File: src/rtl/rtp_pkg.sv
package rtp_pkg;
    typedef enum logic {
        SEL_PRELOAD = 1'b0,
        SEL_CTRL    = 1'b1
    } wsel_e;
endpackage

File: src/rtl/rtp_counter.sv
module rtp_counter #(
    parameter int W = 16
) (
    input  logic         clk,
    input  logic         rst,
    input  logic         tick,
    input  logic         load,
    input  logic [W-1:0] load_val,
    output logic         timeout_o
);
    typedef struct packed {
        logic [W-1:0] cnt;
        logic [W-1:0] pre;
    } cnt_state_t;

    localparam logic [W-1:0] TOP = {W{1'b1}};

    cnt_state_t st_d, st_q;

    always_comb begin
        st_d      = st_q;
        timeout_o = 1'b0;
        if (load) begin
            st_d.pre = load_val;
            st_d.cnt = load_val;
        end else if (tick) begin
            if (st_q.cnt == TOP) begin
                st_d.cnt  = st_q.pre;
                timeout_o = 1'b1;
            end else begin
                st_d.cnt = st_q.cnt + 1'b1;
            end
        end
    end

    always_ff @(posedge clk) begin
        if (rst) st_q <= '0;
        else     st_q <= st_d;
    end

    p_hold_r3: assert property (@(posedge clk) disable iff (rst)
        (!tick && !load) |=> $stable(st_q.cnt));
    p_load_r1: assert property (@(posedge clk) disable iff (rst)
        load |=> (st_q.cnt == $past(load_val)) && (st_q.pre == $past(load_val)));
    p_reload_r2: assert property (@(posedge clk) disable iff (rst)
        (tick && !load && st_q.cnt == TOP) |=> st_q.cnt == $past(st_q.pre));
    p_wr_first_r7: assert property (@(posedge clk) disable iff (rst)
        load |-> !timeout_o);
endmodule

File: src/rtl/rtp_pwm.sv
module rtp_pwm #(
    parameter int W        = 16,
    parameter int PW       = 4,
    parameter int DUTY_LSB = 6
) (
    input  logic         clk,
    input  logic         rst,
    input  logic         ctrl_wr,
    input  logic [W-1:0] ctrl_data,
    input  logic         step,
    output logic         pwm_o
);
    localparam int DUTY_MSB = DUTY_LSB + PW - 1;

    typedef struct packed {
        logic [PW-1:0] duty;
        logic [PW-1:0] phase;
    } pwm_state_t;

    pwm_state_t st_d, st_q;

    always_comb begin
        st_d = st_q;
        if (ctrl_wr) st_d.duty  = ctrl_data[DUTY_MSB:DUTY_LSB];
        if (step)    st_d.phase = st_q.phase + 1'b1;
    end

    always_ff @(posedge clk) begin
        if (rst) st_q <= '0;
        else     st_q <= st_d;
    end

    assign pwm_o = (st_q.phase < st_q.duty);

    p_phase_step_r4: assert property (@(posedge clk) disable iff (rst)
        step |=> st_q.phase == PW'($past(st_q.phase) + 1'b1));
    p_phase_hold_r4: assert property (@(posedge clk) disable iff (rst)
        !step |=> $stable(st_q.phase));
    p_duty_keep_r5: assert property (@(posedge clk) disable iff (rst)
        !ctrl_wr |=> $stable(st_q.duty));
endmodule

File: src/rtl/rtp_irq.sv
module rtp_irq (
    input  logic clk,
    input  logic rst,
    input  logic set,
    input  logic clr,
    output logic flag_o
);
    logic flag_d, flag_q;

    always_comb begin
        flag_d = flag_q;
        if (clr) flag_d = 1'b0;
        if (set) flag_d = 1'b1;
    end

    always_ff @(posedge clk) begin
        if (rst) flag_q <= 1'b0;
        else     flag_q <= flag_d;
    end

    assign flag_o = flag_q;

    p_clear_r6: assert property (@(posedge clk) disable iff (rst)
        (clr && !set) |=> !flag_q);
    p_sticky_r6: assert property (@(posedge clk) disable iff (rst)
        (flag_q && !clr) |=> flag_q);
endmodule

File: src/rtl/preload_timer_pwm.sv
module preload_timer_pwm #(
    parameter int W        = 16,
    parameter int PW       = 4,
    parameter int DUTY_LSB = 6
) (
    input  logic         clk,
    input  logic         rst,
    input  logic         wr_en,
    input  logic         wr_sel,
    input  logic [W-1:0] wr_data,
    input  logic         fast_en,
    input  logic         slow_en,
    input  logic         irq_clr,
    output logic         irq,
    output logic         pwm_out
);
    import rtp_pkg::*;

    logic tick, pre_wr, ctrl_wr, timeout;

    assign tick    = fast_en & slow_en;
    assign pre_wr  = wr_en && (wsel_e'(wr_sel) == SEL_PRELOAD);
    assign ctrl_wr = wr_en && (wsel_e'(wr_sel) == SEL_CTRL);

    rtp_counter #(.W(W)) u_cnt (
        .clk(clk), .rst(rst), .tick(tick), .load(pre_wr),
        .load_val(wr_data), .timeout_o(timeout)
    );

    rtp_pwm #(.W(W), .PW(PW), .DUTY_LSB(DUTY_LSB)) u_pwm (
        .clk(clk), .rst(rst), .ctrl_wr(ctrl_wr), .ctrl_data(wr_data),
        .step(timeout), .pwm_o(pwm_out)
    );

    rtp_irq u_irq (
        .clk(clk), .rst(rst), .set(timeout), .clr(irq_clr), .flag_o(irq)
    );

    p_irq_follow_r2: assert property (@(posedge clk) disable iff (rst)
        timeout |=> irq);
    p_gate_r3: assert property (@(posedge clk) disable iff (rst)
        !(fast_en && slow_en) |-> !timeout);
endmodule

File: config.mk
export PLATFORM = sky130hd
export DESIGN_NAME = preload_timer_pwm
export DESIGN_NICKNAME = d
export VERILOG_FILES = /design/src/rtl/rtp_pkg.sv /design/src/rtl/rtp_counter.sv /design/src/rtl/rtp_pwm.sv /design/src/rtl/rtp_irq.sv /design/src/rtl/preload_timer_pwm.sv
export SDC_FILE = /design/constraint.sdc
export NUM_CORES = 1
export LEC_CHECK = 0
export ABC_AREA = 1
export BUFFER_PORTS_ARGS = -buffer_cell sky130_fd_sc_hd__buf_2
export CORE_ASPECT_RATIO = 0.6
export CORE_MARGIN = 5
export CORE_UTILIZATION = 62
export CTS_CLUSTER_DIAMETER = 80
export DETAILED_ROUTE_END_ITERATION = 12
export PLACE_DENSITY = 0.84
export RECOVER_POWER = 25
export SLEW_MARGIN = 20
export SYNTH_ARGS = -nofsm -noshare
export SYNTH_HDL_FRONTEND = slang
export SYNTH_SLANG_ARGS = --single-unit
export TNS_END_PERCENT = 30
File: constraint.sdc
create_clock -name clk -period 2.9 [get_ports clk]
set_clock_uncertainty 0.1 [all_clocks]
set_input_delay 0.58 -clock clk [delete_from_list [all_inputs] [get_ports clk]]
set_output_delay 0.58 -clock clk [all_outputs]
set_load 0.01 [all_outputs]
==> summary.md, run 1 <==
| Metric | Value |
|---|---|
| Status | complete, no violations |
| Crit path capture | pwm_out |
| Hold_buf cts | 0 |
| Placed cells | 403 |
| RR Startpoint | u_cnt.st_q[16] |
| CTS tree | done |
| Commonest cells after routing, fill and taps aside | 93 x nand2_1, 49 x inv_1, 41 x dfxtp_1 |
| Mean Syn Cell Area | 6.788 um^2 |
| Inserted Clock Buffers | 5 |
| Hold Path Depth | 2 |
| # DRC | 0 |
| Syn_nets | 369 |
| Worst-Margin Slew | 0.5792 ns |
| IO Port Bufs | 24 |
| Asr flop ratio synth | 0% |
| # diodes | 0 |
| Vias in the first global route | 1,947 |
| Drt first pass iters | 4 |
| Max Root-Sink Buffers | 2 |
| Final GP Congestion | 0.8871 |
| Netlist cell types | 33 |
| Slew Limit Fails | 0 |
| Clk slew on worst S/H paths | 0.08 ns |
| DP Wirelength | 3680 um |
| Share of cells above drive strength 1 | 14.84% |
| R2R Path End | u_cnt.st_q[27] |
| Crit Path Class | reg2out |
| Pin count of the biggest net entering global routing | 29 |
| Final setup fails | 0 |
| Fin crit share | 70.48% |
| Vias post-DR | 2,124 |
| Worst Slack Setup Final | 0.8561 ns |
| Post-CTS setup buffers | 0 |
| Worst relative slew slack | 61.34% |
| Fin. Hold Viols | 0 |
| R2R setup slack | 0.90 ns |
| 1st-iter DRT viols | 109 |
| Die H | 57.33 um |
| Worst VDD drop | 0.2893 mV |
| HP Class | reg2reg |
| Commonest non-fill, non-tap cell in the layout | nand2_1 |
| Hold slack final | 0.3621 ns |
| Root Buffer | clkbuf_8 |
| Sequential share of the synthesized area | 35.46% |
| Worst Path Max Fanout | 4 |
| Post-synth EDFFs | 0 |
| Die W | 88.88 um |
| Fmax | 489.3 MHz |
| Final net count | 391 |
| Non-Filler Instances | 411 |
| Fillers | 329 |
| Top_reg_cell synth | dfxtp_1 |
| R2r worst-path depth | 10 |
| I/O Pins | 25 |
| Vias per Instance | 5.168 |
| Post_cts resized | 0 |
| Utilization after layout | 70.31% |
| Total wire length | 5054 um |
| Initial Util | 63.64% |
| Worst skew pair latency | 0.29 ns |
| Setup tns final | 0 ns |
| WP data arrival | 1.36 ns |
| CP Launch Type | register |
| CP endpoint kind | output pin |
| GRT overflow | 0 |
| LEAKAGE | 1.186 nW |
| Total die area | 5095 um^2 |
| Post-Syn Area | 2315 um^2 |
| Synthesis-stage register bit count | 41 |
| CTS sink cnt | 41 |
| Worst endpoint required time | 2.22 ns |
| Worst Hold Launch | u_pwm.st_q[7] |
| Core area | 3637 um^2 |
| Synth Instances | 341 |
| Row count | 17 |
| Area Growth Syn to Fin | 10.49% |
| Pre-CTS setup slack | 0.9418 ns |
| Power Density | 498.7 nW/um^2 |
| Unrepaired setup endpoints after global routing | false |
| Routed Antenna Nets | 0 |
| Worst setup path start | u_pwm.st_q[1] |
| Gr usage total | 21.70% |
| WL/cell | 12.30 um |
| Max H-tree Level | 2 |
| Max Cap Violations | 0 |
| Antenna violations before repair | 0 |
| Post-route minimum period | 2.044 ns |
| Syn. warnings | 0 |
| Global-route wire length before repair | 8811 um |
## per-stage QoR
step                      total power, mW  instance area, um^2
after global routing                1.336                 2557
after detailed placement           0.8053                 2444
after CTS                           1.280                 2560
after floorplan                    0.7567                 2315
final                               1.275                 2557
after global placement             0.7998                 2444
## cell families (layout without fill, tap and decap cells)
family	count (synthesis)	in the layout	share of synthesized area, %
buf+inv	62	85	11.08
xor+xnor	9	9	3.405
flops	41	41	35.46
simple gates	155	155	30.87
fa+ha+maj	5	5	2.703
compound gates	69	69	16.49
## final cells by class
class	count	area (um^2)	area share (%)
clock buffers	7	86.33	3.376
clock inverters	1	30.03	1.174
inverters	51	191.4	7.485
multi-input cells	238	1237	48.39
flip-flops and latches	41	820.8	32.09
well taps	47	58.81	2.299
repair buffers	26	132.6	5.186
## critical path: stages, from the launching register on
cell	delay, ns
dfxtp_1	0.35
ha_1	0.29
a21oi_1	0.18
o21a_1	0.13
buf_2	0.12
## where the power goes
group,internal [mW],switching [mW],leakage [nW]
clock,0.281,0.201,0.0585
sequential,0.595,0.0289,0.336
combinational,0.0659,0.105,0.792
## Yosys cell counts, types with 4 or more instances
library cell  instances  area share [%]
a21oi_1              29             6.3
buf_2                 4            0.86
clkbuf_1              4            0.65
dfxtp_1              41              35
ha_1                  5             2.7
inv_1                48             7.8
nand2_1              93              15
nand3_1              12             2.6
nand4_1               5             1.4
nor2_1               29             4.7
nor2_2                6             1.6
o21ai_0              23             5.0
o21ai_1               7             1.5
xnor2_1               5             1.9
xor2_1                4             1.5
## flip-flops by register name, indices dropped and copies added, names as in the netlist
name,count
u_cnt.st_q,32
u_irq.flag_o,1
u_pwm.st_q,8
## worst min path at each step
| stage | endpoint | slack (ns) |
|---|---|---|
| after global routing | u_irq.flag_o | 0.39 |
| after floorplan | u_pwm.st_q[5] | 0.33 |
| after global placement | u_irq.flag_o | 0.35 |
| after CTS | u_pwm.st_q[7] | 0.37 |
| after detailed placement | u_pwm.st_q[7] | 0.36 |
| final | u_pwm.st_q[7] | 0.36 |
## layer usage
metal	GRT usage [%]	vias to the layer above	routed length, um
li1	-	1122	-
met3	4.618	7	401
met4	4.957	0	51
met1	31.31	935	2447
met2	33.19	60	2154
met5	0	-	0
Power figures use the tool's default switching activity.
==> run 2: changes to the inputs <==
- CORE_UTILIZATION: 62 -> 53
- PLACE_DENSITY: 0.84 -> 0.76
- clock period: 2.9 -> 1.8 ns (I/O delays scaled with it)
==> summary.md, run 2 (synthesized netlist as in run 1, its figures left out) <==
| Metric | Value |
|---|---|
| R2r worst-path depth | 10 |
| Placed cells | 424 |
| Global-route wire length before repair | 9156 um |
| Initial Util | 55.56% |
| WP data arrival | 1.29 ns |
| Worst-Margin Slew | 0.8850 ns |
| Fin. Hold Viols | 0 |
| 1st-iter DRT viols | 126 |
| LEAKAGE | 1.221 nW |
| Worst endpoint required time | 1.34 ns |
| Max Root-Sink Buffers | 2 |
| Non-Filler Instances | 433 |
| # DRC | 0 |
| Sw frac | 27.96% |
| R2R setup slack | 0.15 ns |
| Final setup fails | 0 |
| Max Cap Violations | 0 |
| Worst setup path start | u_pwm.st_q[7] |
| CP Cell Sequence | inv_2 -> ha_4 -> nand2_1 -> o21a_1 -> buf_2 |
| Crit-path max cell delay | 0.33 ns |
| Slew Limit Fails | 0 |
| Power Density | 719.9 nW/um^2 |
| Share of cells above drive strength 1 | 20.64% |
| HP Class | in2reg |
| Commonest cells after routing, fill and taps aside | 93 x nand2_1, 45 x inv_1, 36 x dfxtp_1 |
| WL met1 | 2589 um |
| Max Used Layer | met4 |
| CTS sink cnt | 41 |
| CP endpoint kind | output pin |
| Area of the multi-input gates | 1285 um^2 |
| IO Port Bufs | 24 |
| DP Wirelength | 3895 um |
| Drt first pass iters | 5 |
| Inserted Clock Buffers | 5 |
| Switching power total | 0.5373 mW |
| Hold_buf cts | 0 |
| Crit path capture | pwm_out |
| Fillers | 386 |
| Largest register FFs | 32 |
| I/O Pins | 25 |
| Antenna violations before repair | 0 |
| Commonest non-fill, non-tap cell in the layout | nand2_1 |
| Metal2 WL | 2341 um |
| Unrepaired setup endpoints after global routing | true |
| Total die area | 5832 um^2 |
| GRT overflow | 0 |
| Total wire length | 5389 um |
| Vias post-DR | 2,179 |
| Worst VDD drop | 0.4880 mV |
| Vias in the first global route | 1,993 |
| Int Pwr | 1.385 mW |
| Row count | 18 |
| Status | complete, no violations |
| Die H | 61.19 um |
| Worst skew pair latency | 0.30 ns |
| Max H-tree Level | 2 |
| CTS tree | done |
| Post-route minimum period | 1.747 ns |
| Worst Path Buf+Inv | 2 |
| Critical Path Slowest Stage Cell | dfxtp_1 |
| Worst relative slew slack | 41.00% |
| Pin count of the biggest net entering global routing | 22 |
| Met3 WL | 378 um |
| Flop pwr share | 52.1% |
| Gr usage total | 21.01% |
| CP Launch Type | register |
| Worst Path Max Fanout | 2 |
| Vias per Instance | 5.032 |
| Critical path depth | 5 |
| Fin crit share | 97.05% |
| WL/cell | 12.45 um |
| Clk slew on worst S/H paths | 0.07 ns |
| RR Startpoint | u_cnt.st_q[17] |
| Top reg by flops | u_cnt.st_q |
| Register area | 829.5 um^2 |
| Combinational power share | 15.8% |
| Routed Antenna Nets | 0 |
| Core area | 4167 um^2 |
| Root Buffer | clkbuf_8 |
| Post-Place Cell Area | 2520 um^2 |
| Final GP Congestion | 0.8761 |
| Die W | 95.32 um |
| # diodes | 0 |
| Fmax | 572.4 MHz |
| CP delay by family, top | flip-flops |
| Clock share of power | 32.1% |
| Finished Cell Area | 2670 um^2 |
| R2R Path End | u_cnt.st_q[18] |
| Final net count | 401 |
| Crit Path Class | reg2out |
| Area Growth Syn to Fin | 15.35% |
## run 2: cell count changes in the layout (fill, tap and decap cells not counted), sizes merged
cell    change
bufinv      -1
clkbuf      +1
buf         +9
## run 2: tightest hold or removal path: stages
cell and delay [ns]:
buf_2 0.08, inv_1 0.03, nand2_1 0.04, a21oi_1 0.05
## run 2: how the worst min path moves through the flow
| stage | slack, ns | start | depth (start not counted) | to |
|---|---|---|---|---|
| 2_1_floorplan | 0.33 | u_pwm.st_q[5] | 2 | u_pwm.st_q[5] |
| 3_3_place_gp | 0.35 | u_irq.flag_o | 2 | u_irq.flag_o |
| 3_5_place_dp | 0.35 | u_irq.flag_o | 2 | u_irq.flag_o |
| 4_1_cts | 0.19 | irq_clr | 4 | u_irq.flag_o |
| 5_1_grt | 0.21 | irq_clr | 4 | u_irq.flag_o |
| 6_report | 0.20 | irq_clr | 4 | u_irq.flag_o |
## run 2: repair_timing
action / 4_1_cts / 5_1_grt
cloned: 0 / 0
setup buffers: 0 / 2
setup endpoints to repair: 1 / 13
resized for setup: 4 / 12
pin swaps: 2 / 2
endpoints found under the hold margin: 0 / 0
## run 2: power by group through the flow
| stage | logic, mW | clock network [mW] | registers (mW) |
|---|---|---|---|
| finish | 0.303 | 0.618 | 1.00 |
| global route | 0.350 | 0.672 | 1.01 |
| global placement | 0.288 | 0 | 1.02 |
| floorplan | 0.208 | 0 | 1.01 |
| detailed placement | 0.293 | 0 | 1.02 |
| CTS | 0.298 | 0.634 | 1.00 |
## run 2: routing by layer
layer | track usage (%) | vias to the layer above
li1 | - | 1139
met4 | 8.214 | 0
met3 | 4.762 | 8
met1 | 28.77 | 961
met5 | 0 | -
met2 | 32.64 | 71
## run 2: area by class of cell
| cell class | instances | share of cell area (%) |
|---|---|---|
| Timing Repair Buffer | 36 | 7.591 |
| Tap cell | 60 | 2.812 |
| Sequential cell | 41 | 31.07 |
| Inverter | 51 | 7.170 |
| Clock buffer | 7 | 3.233 |
| Multi-Input combinational cell | 238 | 48.13 |
## run 2: per-stage QoR
step	hold WS (ns)	utilization (%)	setup TNS (ns)	worst slack (ns)	total power, mW
floorplan	0.3332	-	0	0.2528	1.219
global placement	0.3492	60.48	0	0.1632	1.307
detailed placement	0.3530	60.48	0	0.1078	1.315
CTS	0.1928	63.00	0	0.01517	1.931
global route	0.2100	64.08	-0.01266	-0.01266	2.030
finish	0.2009	64.08	0	0.05303	1.922
==> run 3: changes to the inputs <==
- RECOVER_POWER: 25 -> 50
- SLEW_MARGIN: 20 -> not set
==> summary.md, run 3 (synthesized netlist as in run 1, its figures left out) <==
| Metric | Value |
|---|---|
| Status | complete, no violations |
| Slew Limit Fails | 0 |
| Max Root-Sink Buffers | 2 |
| Drt first pass iters | 5 |
| Row count | 18 |
| R2r worst-path depth | 10 |
| Worst-Margin Slew | 0.8944 ns |
| Post-route minimum period | 1.748 ns |
| Gr usage total | 21.01% |
| Final setup fails | 0 |
| RR Startpoint | u_cnt.st_q[17] |
| WP data arrival | 1.29 ns |
| 1st-iter DRT viols | 129 |
| Power Density | 720.4 nW/um^2 |
| WL met1 | 2627 um |
| LEAKAGE | 1.215 nW |
| Die H | 61.19 um |
| Routed Antenna Nets | 0 |
| IO Port Bufs | 24 |
| CTS sink cnt | 41 |
| Unrepaired setup endpoints after global routing | true |
| I/O Pins | 25 |
| Worst endpoint required time | 1.34 ns |
| Largest register FFs | 32 |
| Hold Path Depth | 4 |
| Fmax | 572.0 MHz |
| # diodes | 0 |
| Worst relative slew slack | 40.37% |
| Worst Path Buf+Inv | 2 |
| Max H-tree Level | 2 |
| Share of cells above drive strength 1 | 19.84% |
| Total wire length | 5383 um |
| Overall Power | 1.920 mW |
| Vias post-DR | 2,157 |
| HP Class | in2reg |
| Fin. Hold Viols | 0 |
| Antenna violations before repair | 0 |
| Critical Path Slowest Stage Cell | dfxtp_1 |
| WL/cell | 12.43 um |
| Inserted Clock Buffers | 5 |
| CP delay by family, top | flip-flops |
| Total die area | 5832 um^2 |
| Crit-path max cell delay | 0.33 ns |
| Setup tns final | 0 ns |
| Commonest non-fill, non-tap cell in the layout | nand2_1 |
| Area Growth Syn to Fin | 15.14% |
| Final net count | 401 |
| DP Wirelength | 3895 um |
| Worst Hold Launch | irq_clr |
| Commonest cells after routing, fill and taps aside | 93 x nand2_1, 46 x inv_1, 36 x dfxtp_1 |
| Max Used Layer | met4 |
| R2R setup slack | 0.15 ns |
| Worst VDD drop | 0.4861 mV |
| Vias per Instance | 4.982 |
| Fin crit share | 97.13% |
| CP Launch Type | register |
| Initial Util | 55.56% |
| R2R Path End | u_cnt.st_q[19] |
| Core area | 4167 um^2 |
| Pin count of the biggest net entering global routing | 22 |
| # DRC | 0 |
| CP endpoint kind | output pin |
| Max Cap Violations | 0 |
| Worst skew pair latency | 0.30 ns |
| Final GP Congestion | 0.8761 |
| Vias in the first global route | 1,993 |
| Met3 WL | 352 um |
| Die W | 95.32 um |
| Crit Path Class | reg2out |
| CP Cell Sequence | inv_2 -> ha_4 -> nand2_1 -> o21a_1 -> buf_2 |
| Worst Path Max Fanout | 2 |
| End of the worst hold path | u_irq.flag_o |
| Metal2 WL | 2320 um |
| GRT overflow | 0 |
| Top reg by flops | u_cnt.st_q |
| Global-route wire length before repair | 9156 um |
| CTS tree | done |
| Clk slew on worst S/H paths | 0.07 ns |
| Root Buffer | clkbuf_8 |
## run 3: changes by cell type in the layout (fill, tap and decap cells not counted)
cell	before	now
clkbuf_1	3	5
buf_2	23	22
buf_4	10	9
inv_1	45	46
inv_2	6	5
## run 3: stage by stage
| step | setup WS [ns] | hold slack [ns] | util (%) | instances | cell area (um^2) |
|---|---|---|---|---|---|
| 5_1_grt | -0.01266 | 0.2100 | 63.96 | 433 | 2665 |
| 4_1_cts | 0.01517 | 0.1928 | 63.00 | 431 | 2625 |
| 3_5_place_dp | 0.1078 | 0.3530 | 60.48 | 424 | 2520 |
| 3_3_place_gp | 0.1632 | 0.3492 | 60.48 | 424 | 2520 |
| 2_1_floorplan | 0.2528 | 0.3332 | - | 341 | 2315 |
| 6_report | 0.05161 | 0.1995 | 63.96 | 433 | 2665 |
## run 3: routing by layer
layer | GRT usage (%) | vias to the layer above
li1 | - | 1138
met1 | 28.77 | 952
met2 | 32.64 | 59
met3 | 4.762 | 8
met4 | 8.214 | 0
met5 | 0 | -
## run 3: how the worst max path moves through the flow
| stage | from | cells past startpoint | end | slack (ns) |
|---|---|---|---|---|
| global placement | u_cnt.st_q[17] | 8 | u_pwm.st_q[1] | 0.16 |
| detailed placement | u_cnt.st_q[17] | 8 | u_pwm.st_q[1] | 0.11 |
| global route | u_pwm.st_q[7] | 5 | pwm_out | -0.01 |
| CTS | u_pwm.st_q[5] | 5 | pwm_out | 0.02 |
| floorplan | u_cnt.st_q[16] | 8 | u_pwm.st_q[0] | 0.25 |
| finish | u_pwm.st_q[7] | 5 | pwm_out | 0.05 |
## run 3: layout make-up
| cell class | instances | area, um^2 |
|---|---|---|
| Sequential cell | 41 | 829.5 |
| Tap cell | 60 | 75.07 |
| Fill cell | 386 | 1501 |
| Inverter | 51 | 191.4 |
| Multi-Input combinational cell | 238 | 1285 |
| Clock buffer | 7 | 86.33 |
| Timing Repair Buffer | 36 | 197.7 |
## run 3: what timing repair did
action | 4_1_cts | 5_1_grt
hold buffers | 0 | 0
gates resized for setup | 4 | 12
endpoints found under the setup margin | 1 | 13
setup buffers | 0 | 2
pin swaps | 2 | 2
## run 3: where the power goes
| group | switching, mW | total, mW | leakage [nW] | internal, mW |
|---|---|---|---|---|
| registers | 0.0442 | 1.00 | 0.339 | 0.957 |
| clock network | 0.313 | 0.617 | 0.0443 | 0.304 |
| logic | 0.179 | 0.301 | 0.832 | 0.122 |
## run 3: tightest hold or removal path: stages
cell and delay, ns:
buf_2 0.08, inv_1 0.03, nand2_1 0.04, a21oi_1 0.05
